==> config.mk <==
export PLATFORM = sky130hd
export DESIGN_NAME = acc_exec_unit
export DESIGN_NICKNAME = d
export VERILOG_FILES = /design/src/rtl/acc_exec_pkg.sv /design/src/rtl/acc_exec_decode.sv /design/src/rtl/acc_exec_alu.sv /design/src/rtl/acc_exec_regfile.sv /design/src/rtl/acc_exec_unit.sv
export SDC_FILE = /design/constraint.sdc
export NUM_CORES = 1
export LEC_CHECK = 0
export BUFFER_PORTS_ARGS = -buffer_cell sky130_fd_sc_hd__buf_2
export CORE_UTILIZATION = 55
export CTS_BUF_LIST = sky130_fd_sc_hd__clkbuf_16
export CTS_CLUSTER_DIAMETER = 150
export CTS_CLUSTER_SIZE = 28
export DETAILED_ROUTE_END_ITERATION = 6
export PLACE_DENSITY = 0.82
export SLEW_MARGIN = 20
export SYNTH_ARGS = -nofsm -noshare
export SYNTH_HDL_FRONTEND = slang
export SYNTH_SLANG_ARGS = --single-unit
==> constraint.sdc <==
create_clock -name clk -period 10.91 [get_ports clk]
set_clock_uncertainty 0.1 [all_clocks]
set_input_delay 1.091 -clock clk [delete_from_list [all_inputs] [get_ports clk]]
set_output_delay 1.091 -clock clk [all_outputs]
set_load 0.01 [all_outputs]
==> src/rtl/acc_exec_pkg.sv <==
`timescale 1ns/1ps
package acc_exec_pkg;

    localparam int DATA_W  = 8;
    localparam int ADDR_W  = 5;
    localparam int INSTR_W = 12;
    localparam int BIT_W   = 3;
    localparam int NIB_W   = DATA_W / 2;
    localparam int OPC6_W  = INSTR_W - ADDR_W - 1;
    localparam int OPC4_W  = INSTR_W - DATA_W;

    localparam logic [OPC6_W-1:0] OPC_ADD_REG = 6'b000111;
    localparam logic [OPC6_W-1:0] OPC_AND_REG = 6'b000101;
    localparam logic [OPC4_W-1:0] OPC_AND_LIT = 4'b1110;
    localparam logic [OPC4_W-1:0] OPC_BIT_CLR = 4'b0100;

    typedef enum logic [2:0] {
        OP_IDLE,
        OP_ADD_REG,
        OP_AND_REG,
        OP_AND_LIT,
        OP_BIT_CLR,
        OP_BAD
    } op_e;

    typedef struct packed {
        logic c;
        logic dc;
        logic z;
    } flags_t;

    typedef struct packed {
        op_e                op;
        logic               to_file;
        logic [ADDR_W-1:0]  addr;
        logic [DATA_W-1:0]  lit;
        logic [BIT_W-1:0]   bsel;
    } dec_t;

    typedef struct packed {
        logic [DATA_W-1:0]  value;
        logic               wr_w;
        logic               wr_file;
        flags_t             fl;
        flags_t             fl_we;
    } res_t;

    function automatic op_e classify(input logic [INSTR_W-1:0] iw);
        if (iw[INSTR_W-1 -: OPC6_W] == OPC_ADD_REG) return OP_ADD_REG;
        if (iw[INSTR_W-1 -: OPC6_W] == OPC_AND_REG) return OP_AND_REG;
        if (iw[INSTR_W-1 -: OPC4_W] == OPC_AND_LIT) return OP_AND_LIT;
        if (iw[INSTR_W-1 -: OPC4_W] == OPC_BIT_CLR) return OP_BIT_CLR;
        return OP_BAD;
    endfunction

endpackage

==> src/rtl/acc_exec_decode.sv <==
`timescale 1ns/1ps
module acc_exec_decode
    import acc_exec_pkg::*;
(
    input  logic               valid,
    input  logic [INSTR_W-1:0] iw,
    output dec_t               dec
);

    always_comb begin
        dec.op      = valid ? classify(iw) : OP_IDLE;
        dec.to_file = iw[ADDR_W];
        dec.addr    = iw[ADDR_W-1:0];
        dec.lit     = iw[DATA_W-1:0];
        dec.bsel    = iw[ADDR_W +: BIT_W];
    end

endmodule

==> src/rtl/acc_exec_alu.sv <==
`timescale 1ns/1ps
module acc_exec_alu
    import acc_exec_pkg::*;
(
    input  dec_t              dec,
    input  logic [DATA_W-1:0] w,
    input  logic [DATA_W-1:0] fval,
    output res_t              res
);

    logic [DATA_W:0] sum;
    logic [NIB_W:0]  nib;
    logic [DATA_W-1:0] clr_mask;

    always_comb begin
        sum      = {1'b0, w} + {1'b0, fval};
        nib      = {1'b0, w[NIB_W-1:0]} + {1'b0, fval[NIB_W-1:0]};
        clr_mask = ~(DATA_W'(1) << dec.bsel);
        res      = '0;
        unique case (dec.op)
            OP_ADD_REG: begin
                res.value    = sum[DATA_W-1:0];
                res.wr_w     = !dec.to_file;
                res.wr_file  = dec.to_file;
                res.fl.c     = sum[DATA_W];
                res.fl.dc    = nib[NIB_W];
                res.fl_we    = '1;
            end
            OP_AND_REG: begin
                res.value    = w & fval;
                res.wr_w     = !dec.to_file;
                res.wr_file  = dec.to_file;
                res.fl_we.z  = 1'b1;
            end
            OP_AND_LIT: begin
                res.value    = w & dec.lit;
                res.wr_w     = 1'b1;
                res.fl_we.z  = 1'b1;
            end
            OP_BIT_CLR: begin
                res.value    = fval & clr_mask;
                res.wr_file  = 1'b1;
            end
            default: begin
                res.value    = '0;
            end
        endcase
        res.fl.z = (res.value == '0);
    end

endmodule

==> src/rtl/acc_exec_regfile.sv <==
`timescale 1ns/1ps
module acc_exec_regfile #(
    parameter int DATA_W = 8,
    parameter int ADDR_W = 5
) (
    input  logic              clk,
    input  logic              rst,
    input  logic              we,
    input  logic [ADDR_W-1:0] waddr,
    input  logic [DATA_W-1:0] wdata,
    input  logic [ADDR_W-1:0] ra_addr,
    output logic [DATA_W-1:0] ra_data,
    input  logic [ADDR_W-1:0] rb_addr,
    output logic [DATA_W-1:0] rb_data
);

    localparam int DEPTH = 1 << ADDR_W;

    logic [DATA_W-1:0] mem [DEPTH];

    always_ff @(posedge clk) begin
        if (rst) begin
            for (int i = 0; i < DEPTH; i++) mem[i] <= '0;
        end else if (we) begin
            mem[waddr] <= wdata;
        end
    end

    assign ra_data = mem[ra_addr];
    assign rb_data = mem[rb_addr];

endmodule

==> src/rtl/acc_exec_unit.sv <==
`timescale 1ns/1ps
module acc_exec_unit
    import acc_exec_pkg::*;
(
    input  logic               clk,
    input  logic               rst,
    input  logic               instr_valid,
    input  logic [INSTR_W-1:0] instr,
    input  logic               tst_we,
    input  logic               tst_to_w,
    input  logic [ADDR_W-1:0]  tst_addr,
    input  logic [DATA_W-1:0]  tst_wdata,
    output logic [DATA_W-1:0]  tst_rdata,
    output logic [DATA_W-1:0]  w_out,
    output logic               flag_c,
    output logic               flag_dc,
    output logic               flag_z,
    output logic               illegal_op
);

    dec_t              dec;
    res_t              res;
    flags_t            fl_q;
    logic [DATA_W-1:0] w_q;
    logic [DATA_W-1:0] f_rdata;
    logic              illegal_q;
    logic              run;
    logic              file_we;
    logic [ADDR_W-1:0] file_waddr;
    logic [DATA_W-1:0] file_wdata;

    acc_exec_decode u_dec (
        .valid (instr_valid),
        .iw    (instr),
        .dec   (dec)
    );

    acc_exec_regfile #(
        .DATA_W (DATA_W),
        .ADDR_W (ADDR_W)
    ) u_rf (
        .clk     (clk),
        .rst     (rst),
        .we      (file_we),
        .waddr   (file_waddr),
        .wdata   (file_wdata),
        .ra_addr (dec.addr),
        .ra_data (f_rdata),
        .rb_addr (tst_addr),
        .rb_data (tst_rdata)
    );

    acc_exec_alu u_alu (
        .dec  (dec),
        .w    (w_q),
        .fval (f_rdata),
        .res  (res)
    );

    // A test write owns the cycle; any instruction alongside it is dropped.
    assign run        = (dec.op != OP_IDLE) && !tst_we;
    assign file_we    = (tst_we && !tst_to_w) || (run && res.wr_file);
    assign file_waddr = tst_we ? tst_addr  : dec.addr;
    assign file_wdata = tst_we ? tst_wdata : res.value;

    always_ff @(posedge clk) begin
        if (rst) begin
            w_q <= '0;
        end else if (tst_we && tst_to_w) begin
            w_q <= tst_wdata;
        end else if (run && res.wr_w) begin
            w_q <= res.value;
        end
    end

    always_ff @(posedge clk) begin
        if (rst) begin
            fl_q <= '0;
        end else if (run) begin
            if (res.fl_we.c)  fl_q.c  <= res.fl.c;
            if (res.fl_we.dc) fl_q.dc <= res.fl.dc;
            if (res.fl_we.z)  fl_q.z  <= res.fl.z;
        end
    end

    always_ff @(posedge clk) begin
        if (rst) illegal_q <= 1'b0;
        else     illegal_q <= run && (dec.op == OP_BAD);
    end

    assign w_out      = w_q;
    assign flag_c     = fl_q.c;
    assign flag_dc    = fl_q.dc;
    assign flag_z     = fl_q.z;
    assign illegal_op = illegal_q;

endmodule

==> results.toml <==
[outcome]
status = "finished clean"

[timing]
fin_ws_ns = 4.77
rsz0062_at_grt = "false"
setup_viol = 0
max_clock_freq_ghz = 0.163
finalHoldViolations = 0
finalCriticalPeriod_ns = 6.14
tightestPinTransition_ns = 1.10
slew_viol_final = 0
fin_tns_setup_ns = 0
period_share_pct = 56.3
slew-limit-headroom_pct = 25.4

[clock_network]
clkSinkCount = 268
cts.clk_slew.worst_paths_ns = 0.11
h-tree-depth = 1
clkLatencyLatePin_ns = 0.51
ctsHoldBuffers = 0
cts_buffers = 13
post_cts.repair.setup_buffers = 0
clock_path_buffers = 3
cts_resized = 0
cts_tree = "yes"
cts_root_buf = "clkbuf_16"

[detailed_routing]
totalWireLength_um = 42800
drc = 0
vias = 10600
ant_nets = 0
first_pass_iters = 6
post_drt_wl_per_cell_um = 29.9
vias_per_cell = 7.38
drtIter0Drc = 1833

[layout]
drive_gt1_share_pct = 19.5
final_nets = 1135
num_antenna_cells = 0
synthToLayoutAreaGrowth_pct = 5.15
nFillCells = 1971
multi_input_comb_area_sq_um = 6530
regArea_sq_um = 7930
final_cells = 1434

[synth]
async_flop_share_pct = 0
yosysTopAreaCell = "edfxtp_1"
synth_edf_count = 256
yosys-top-cells-area = "edfxtp_1, mux4_2, nor2_1"
syn_nets = 1146
ys_types = 74
synth_top_area_share_pct = 51.6
seq_area_frac_synth_pct = 53.2
avgSynthCellArea_sq_um = 13.5
syn_area_sq_um = 14900
ys.warnings.count = 0
synth-main-ff-cell = "edfxtp_1"
postSynthCellCount = 1107
ys_ff_latch = 268

[worst_setup_path]
r2r-start = "u_rf.mem[4][0]"
setup.worst_path.start = "instr[0]"
max_stage_delay_ns = 0.85
critPathCaptureType = "register"
critPathKind = "in2reg"
cp_max_fo = 37
cp.required_ns = 11.16
cp_common_cell = "buf_4"
r2r_slack_ns = 6.11
worst_path_max_delay_cell = "o311ai_0"
cp.depth = 13
critPathBufInv = 2
crit_path_end = "u_rf.mem[3][6]"
worstPathCellList = "buf_4 -> buf_4 -> mux4_2 -> a22oi_1 -> nand4_1 -> ha_1 -> nor2b_1 -> o21ai_0 -> a21oi_1 -> o21a_1 -> o311ai_0 -> mux2i_4 -> nor2_1"
critPathTopFamily = "compound AO/OA/AOI/OAI gates"
worstRegToRegCells = 14
cp-start-kind = "input port"
critPathArrivalTime_ns = 6.40
r2r-end = "u_rf.mem[3][6]"

[placed_design]
gp_congestion = 0.952
numPortBuffers = 49
dpl.cell_count = 1413
dp_slack_ns = 4.39
dp.final_hpwl_um = 28300

[floorplanning]
io_pins = 50
dieArea_sq_um = 27800
die_width_um = 167
rows = 59
start_util_pct = 56.6
core_sq_um = 26400
die_h_um = 167

[power]
power_leakage_nw = 5.47
max-vdd-ir-drop_v = 0.000112
p_per_area_nw_per_um2 = 127

[global_routing]
track_usage_pct = 31.4
grt_pass1_vias = 10000
grt_max_degree = 69
antenna_found_initial = 0
grt_pass1_wl_um = 64000
grt-ovfl-total = 0

[min_path]
hp-class = "reg2reg"

[flow_run]
cap_viol_max_count = 0
## worst register-to-register path, delay by kind of cell, from the launching register on
kind	cells	cell delay, ns
AO/OA/AOI/OAI	5	1.85
adder cells (fa/ha/maj)	2	0.41
buffers and inverters	2	0.14
flip-flops	1	0.41
multiplexers	2	1.12
AND/OR/NAND/NOR	3	0.61
## cell families (layout without fill, tap and decap cells)
| logic type | Yosys count | after routing | share of synthesized area, % |
|---|---|---|---|
| muxes | 158 | 158 | 23.4 |
| AOI/OAI and AO/OA | 98 | 98 | 4.69 |
| adders and majority gates | 9 | 9 | 0.806 |
| xor gates and xnor gates | 3 | 3 | 0.176 |
| and+or+nand+nor | 468 | 468 | 14.1 |
| DFF | 268 | 268 | 53.2 |
| buffers and inverters | 103 | 95 | 3.67 |
## placed cells by master, fill, tap and decap left out, drive strengths merged, types with 3 or more instances in the layout
master	netlist	final
nor2	285	285
edfxtp	256	256
mux4	142	142
nand2	70	70
buf	28	57
nand2b	37	37
a22oi	22	22
inv	18	22
clkbuf	55	14
o22ai	13	13
a21oi	13	13
mux2i	13	13
dfxtp	12	12
a31oi	10	10
o21ai	10	10
nor3b	9	9
nor3	8	8
nand3	8	8
ha	8	8
nand4	6	6
o211ai	5	5
and3	5	5
nand3b	4	4
nor4b	4	4
a311oi	4	4
or3	4	4
and4	4	4
or3b	3	3
nor4	3	3
and2	3	3
mux2	3	3
nor2b	3	3
o2111ai	3	3
and3b	3	3
## registers in the layout, summed over array words and instances, names as in the netlist
| name | count |
|---|---|
| flag_z | 1 |
| u_rf.mem | 256 |
| flag_dc | 1 |
| flag_c | 1 |
| w_out | 8 |
| illegal_op | 1 |
## report_power, final
| part | leakage [nW] | internal, mW | total (mW) | switching, mW |
|---|---|---|---|---|
| registers | 2.79 | 1.16 | 1.18 | 0.0195 |
| clock network | 0.188 | 0.223 | 0.546 | 0.323 |
| logic | 2.50 | 0.108 | 0.274 | 0.166 |
## metal layers
| layer | part of all wire, % | track usage (%) | wire (um) |
|---|---|---|---|
| met1 | 35 | 43.3 | 15000 |
| met4 | 5.5 | 14.9 | 2360 |
| met5 | 0 | 0 | 0 |
| met3 | 13 | 5.58 | 5550 |
| met2 | 46 | 48.9 | 19900 |
## through the flow
stage               utilization [%]  power (mW)  cell area [sq um]  hold slack, ns
finish                         59.5        2.00              15700           0.408
global route                   59.5        2.03              15700           0.444
floorplan                         -        1.37              14900           0.412
global placement               57.9        1.45              15200           0.386
CTS                            59.2        1.98              15600           0.418
detailed placement             57.9        1.46              15200           0.403
## synth_stat cells, types with 3 or more instances
cell type  number
or3_1           3
ha_1            8
clkbuf_1       50
nor3b_1         9
mux2i_1        13
a311oi_1        4
nand2_1        70
buf_1           7
nor4_1          3
and2_1          3
nand4_1         5
edfxtp_1      256
dfxtp_1        12
mux4_2        110
or3b_2          3
nor3_1          8
buf_12          3
nand3_1         8
o22ai_1        13
o211ai_1        5
nor2b_1         3
inv_1          17
nand2b_1       37
a22oi_1        21
a21oi_1        13
a31oi_1        10
nor4b_1         4
buf_6           4
clkbuf_8        5
mux4_1         32
and3_1          4
buf_2          12
nand3b_1        4
o21ai_0         9
mux2_2          3
nor2_1        285
o2111ai_1       3
## layout make-up
class / count / share of cell area [%]
clock buffers: 13 / 2.08
inverters: 19 / 0.455
repair buffers: 58 / 2.31
well taps: 335 / 2.67
flip-flops and latches: 268 / 50.6
clock inverters: 5 / 0.231
multi-input cells: 736 / 41.7
## worst min path at each step
| stage | start | endpoint | slack, ns | cells past startpoint |
|---|---|---|---|---|
| after floorplan | w_out[4] | w_out[4] | 0.41 | 2 |
| after global placement | flag_c | flag_c | 0.39 | 2 |
| after detailed placement | flag_c | flag_c | 0.40 | 2 |
| after CTS | flag_c | flag_c | 0.42 | 2 |
| after global routing | flag_c | flag_c | 0.44 | 2 |
| final | flag_c | flag_c | 0.41 | 2 |
Power figures use the tool's default switching activity.
